## config.mk

```make
export PLATFORM = sky130hd
export DESIGN_NAME = chan_out_stage
export DESIGN_NICKNAME = d
export VERILOG_FILES = /design/src/rtl/chan_out_pkg.sv /design/src/rtl/chan_hp_filter.sv /design/src/rtl/chan_vol_stage.sv /design/src/rtl/chan_out_stage.sv
export SDC_FILE = /design/constraint.sdc
export NUM_CORES = 1
export LEC_CHECK = 0
export ABC_AREA = 1
export BUFFER_PORTS_ARGS = -buffer_cell sky130_fd_sc_hd__clkbuf_2
export CORE_MARGIN = 2
export CORE_UTILIZATION = 32
export DETAILED_ROUTE_END_ITERATION = 12
export PLACE_DENSITY = 0.75
export SLEW_MARGIN = 20
export SYNTH_ARGS = -nofsm -noshare
export SYNTH_HDL_FRONTEND = slang
export SYNTH_SLANG_ARGS = --single-unit
```

## constraint.sdc

```tcl
create_clock -name clk -period 0.8 [get_ports clk]
set_input_delay 0.16 -clock clk [delete_from_list [all_inputs] [get_ports clk]]
set_output_delay 0.16 -clock clk [all_outputs]
set_load 0.01 [all_outputs]
```

## src/rtl/chan_out_pkg.sv

```systemverilog
package chan_out_pkg;
  // Number of channels that own a high-pass stage (channels 0..N_FILT-1).
  localparam int unsigned N_FILT = 2;
  // Control byte bit that forces the level-stage input high.
  localparam int unsigned FORCE_BIT = 4;
  // Shared-control bit that enables the filter of filtered channel ch.
  localparam int unsigned EN_TOP = 2;

  function automatic int unsigned hp_en_bit(input int unsigned ch);
    return EN_TOP - ch;
  endfunction
endpackage

```

## src/rtl/chan_hp_filter.sv

```systemverilog
module chan_hp_filter (
  input  logic clk,
  input  logic rst,
  input  logic en,
  input  logic tick,
  input  logic aud_in,
  output logic aud_out
);
  logic held_q;

  always_ff @(posedge clk) begin
    if (rst)       held_q <= 1'b0;
    else if (tick) held_q <= aud_in;
  end

  assign aud_out = en ? (aud_in ^ held_q) : aud_in;
endmodule

```

## src/rtl/chan_vol_stage.sv

```systemverilog
module chan_vol_stage #(
  parameter int unsigned VOL_W  = 4,
  parameter int unsigned CTRL_W = 8
) (
  input  logic              clk,
  input  logic              rst,
  input  logic              aud,
  input  logic [CTRL_W-1:0] ctrl,
  output logic [VOL_W-1:0]  level
);
  import chan_out_pkg::*;

  logic             gate;
  logic [VOL_W-1:0] level_q;
  logic             unused_ctrl;

  assign gate        = ctrl[FORCE_BIT] | aud;
  assign unused_ctrl = ^ctrl[CTRL_W-1:FORCE_BIT+1];

  always_ff @(posedge clk) begin
    if (rst)       level_q <= '0;
    else if (gate) level_q <= ctrl[VOL_W-1:0];
    else           level_q <= '0;
  end

  assign level = level_q;
endmodule

```

## src/rtl/chan_out_stage.sv

```systemverilog
module chan_out_stage #(
  parameter int unsigned NUM_CH = 4,
  parameter int unsigned CTRL_W = 8,
  parameter int unsigned VOL_W  = 4,
  parameter int unsigned GLB_W  = 8
) (
  input  logic                      clk,
  input  logic                      rst,
  input  logic [NUM_CH-1:0]         audio_in,
  input  logic [1:0]                hp_tick,
  input  logic [NUM_CH*CTRL_W-1:0]  ch_ctrl,
  input  logic [GLB_W-1:0]          glb_ctrl,
  output logic [NUM_CH*VOL_W-1:0]   level
);
  import chan_out_pkg::*;

  logic [NUM_CH-1:0] aud_eff;
  logic              unused_glb;

  assign unused_glb = ^glb_ctrl;

  for (genvar c = 0; c < NUM_CH; c++) begin : g_ch
    if (c < N_FILT) begin : g_filt
      chan_hp_filter u_filt (
        .clk     (clk),
        .rst     (rst),
        .en      (glb_ctrl[hp_en_bit(c)]),
        .tick    (hp_tick[c]),
        .aud_in  (audio_in[c]),
        .aud_out (aud_eff[c])
      );
    end else begin : g_pass
      assign aud_eff[c] = audio_in[c];
    end

    chan_vol_stage #(.VOL_W(VOL_W), .CTRL_W(CTRL_W)) u_vol (
      .clk   (clk),
      .rst   (rst),
      .aud   (aud_eff[c]),
      .ctrl  (ch_ctrl[c*CTRL_W +: CTRL_W]),
      .level (level[c*VOL_W +: VOL_W])
    );
  end
endmodule

```

==> results.cfg <==
[logic_synthesis]
synth_cells = 71
synth_area_um2 = 594
syn-num-nets = 119
ys.flop_type = dfxtp_1
yosysWarnings = 0
ys_ff_latch = 18
synth.top_cells.by_area = dfxtp_1 (61%), inv_1 (11%), nor2_1 (10%)
synth_cell_types = 11
ys_seq_area_frac = 0.606
synth_common_cells = dfxtp_1 (18), inv_1 (18), nor2_1 (16), nand2_1 (4), inv_2 (3)
synthArstFlopShare = 0
syn_area_per_cell_um2 = 8.37
synth_area_leader_cell = dfxtp_1
synth.top_cell.area_share = 0.606
synth_edf_count = 0

[drt]
route.detailed.drc = 0
initialDrtViolationCount = 4
detail_route.wl_per_cell_um = 8.34
wl_met1_um = 467
routed_via_density = 3.88
drtPass1Iterations = 3
dr_wl_met2_um = 597
wl_met3_um = 136
ant_nets = 0
highest_layer = met4
route.vias.total = 562
routed_wl_um = 1210

[clock_network]
clk-insertion-delay-late_ns = 0.28
cts_root_buffer = clkbuf_4
hold_buffers = 0
cts_buffers = 3
cts_buffer_depth = 2
htreeDepth = 1
cts.clk_slew.worst_paths_ns = 0.10
clock-sinks = 18
cts_tree = yes

[outcome]
violations = setup timing
status = finished with violations

[die]
num_rows = 15
die_h_um = 47.1
ios = 64
dieArea_um2 = 2220
initial_core_util = 0.341
die_w_um = 47.1
core_um2 = 1750

[flow_run]
drv_cap = 0

[setup_path]
startpoint = g_ch[1].u_vol.level[0]$_SDFF_PP0_
reg2reg_slack_ns = 0.05
crit_path_max_incr_delay_ns = 0.32
reg2regPathDepth = 5
startpoint_type = flip-flop
reg2reg_to = g_ch[0].u_vol.level[0]$_SDFF_PP0_
timing.rr.start = g_ch[0].g_filt.u_filt.held_q$_SDFFE_PP0P_
critical_path_arrival_ns = 0.73
crit_slowest_cell = dfxtp_1
crit_type = flip-flop to output port
crit_fanout = 1
cp_data_required_time_ns = 0.64
crit_path_end_kind = output port
path_delay_family = flip-flops
worstPathCellList = buf_2
cp.buffers_inverters = 1

[global_route]
overflow = 0
grt_max_degree = 11
grt_pass1_wl_um = 1710
grt_pass1_vias = 455
grt_usage = 0.111
antenna_found_initial = 0

[timing]
timing.final.ws_setup_ns = -0.0881
fin_crit_ns = 0.888
slew_headroom = 0.877
rsz0062_at_grt = true
setup_violations = 16
tightest_slew_ns = 0.184
clock-skew-final_ns = 0.000489
maxSlewViolCount = 0
layout_worst_path_cycle_share = 1.11
fmax_mhz = 1130
fin_tns_setup_ns = -1.20
final_hold_viol_count = 0

[final_layout]
final_util = 0.557
final-seq-area_um2 = 375
fill_cells = 177
layout-drive-gt1-share = 0.592
multiInputGateArea_um2 = 163
area_delta_synth_final_pct = 63.6
nNetsFinal = 169
diodes = 0

[min_path]
hp-class = primary input to flip-flop
holdPathStages = 2
min_to = g_ch[1].g_filt.u_filt.held_q$_SDFFE_PP0P_
hold_start = hp_tick[1]

[power]
leakagePower_nw = 0.564
power_density_nw_per_um2 = 1820
vdd_ir_drop_max_mv = 0.926

[place]
place_congestion = 0.586
hpwl_um = 927
portBuffers = 45
[cell usage in the layout (no fill, tap or decap)]
| cell | Yosys | final |
|---|---|---|
| inv_2 | 3 | 3 |
| dfxtp_2 | 0 | 12 |
| clkbuf_8 | 0 | 1 |
| a21oi_1 | 2 | 2 |
| nor2_2 | 0 | 1 |
| nor2_1 | 16 | 15 |
| nand3_1 | 2 | 2 |
| o21ai_2 | 2 | 2 |
| buf_2 | 0 | 6 |
| inv_1 | 18 | 18 |
| dfxtp_1 | 18 | 6 |
| nand3_2 | 2 | 2 |
| clkbuf_2 | 0 | 29 |
| nand2_2 | 2 | 1 |
| buf_6 | 0 | 10 |
| o21ai_0 | 2 | 2 |
| clkbuf_4 | 0 | 3 |
| nand2_1 | 4 | 4 |
| nand2_4 | 0 | 1 |
[logic make-up (layout without fill, tap and decap cells)]
kind of cell	count (synthesis)	in the layout	synth area share
buffers and inverters	21	70	0.133
AO/OA/AOI/OAI	6	6	0.0632
flip-flops	18	18	0.606
AND/OR/NAND/NOR	26	26	0.198
[state kept, by name, summed over array words and instances (netlist names)]
| register | cells |
|---|---|
| g_ch.g_filt.u_filt.held_q | 2 |
| g_ch.u_vol.level | 16 |
[per-layer routing]
metal | track usage | vias up
li1 | - | 305
met1 | 0.131 | 226
met2 | 0.184 | 29
met3 | 0.0231 | 2
met4 | 0.0667 | 0
met5 | 0 | -
[power by group]
part	internal [W]	leakage, nW	switching (W)
registers	0.000953	0.153	0.0000201
logic	0.000144	0.390	0.000118
clock network	0.000276	0.0210	0.000258
[through the flow]
stage	cells	total power [W]	hold slack (ns)	area, µm²	worst slack (ns)
6_report	145	0.00177	0.0469	972	-0.0881
5_1_grt	145	0.00189	0.0386	972	-0.128
3_3_place_gp	141	0.00120	0.352	851	0.0570
2_1_floorplan	71	0.00108	0.253	594	0.0872
3_5_place_dp	141	0.00121	0.357	851	0.0429
4_1_cts	145	0.00175	0.0432	887	-0.109
[repair_timing]
action | in CTS | in global routing
pin swaps | 0 | 3
setup endpoints to repair | 16 | 24
setup buffers | 0 | 0
resized for setup | 0 | 40
cloned | 0 | 0
[worst max path at each step]
stage,to,slack [ns],cells past startpoint
floorplan,g_ch[0].u_vol.level[0]$_SDFF_PP0_,0.09,5
global placement,g_ch[1].u_vol.level[3]$_SDFF_PP0_,0.06,5
detailed placement,g_ch[1].u_vol.level[3]$_SDFF_PP0_,0.04,5
CTS,level[12],-0.11,1
global route,level[0],-0.13,1
finish,level[4],-0.09,1
[cell type report]
type,count,area share
sequential,18,0.386
timing repair buffer,45,0.296
tap,25,0.0322
inverter,21,0.0811
multi-input combinational,32,0.167
clock buffer,4,0.0373
No activity file was read; power rests on OpenSTA's default activity.
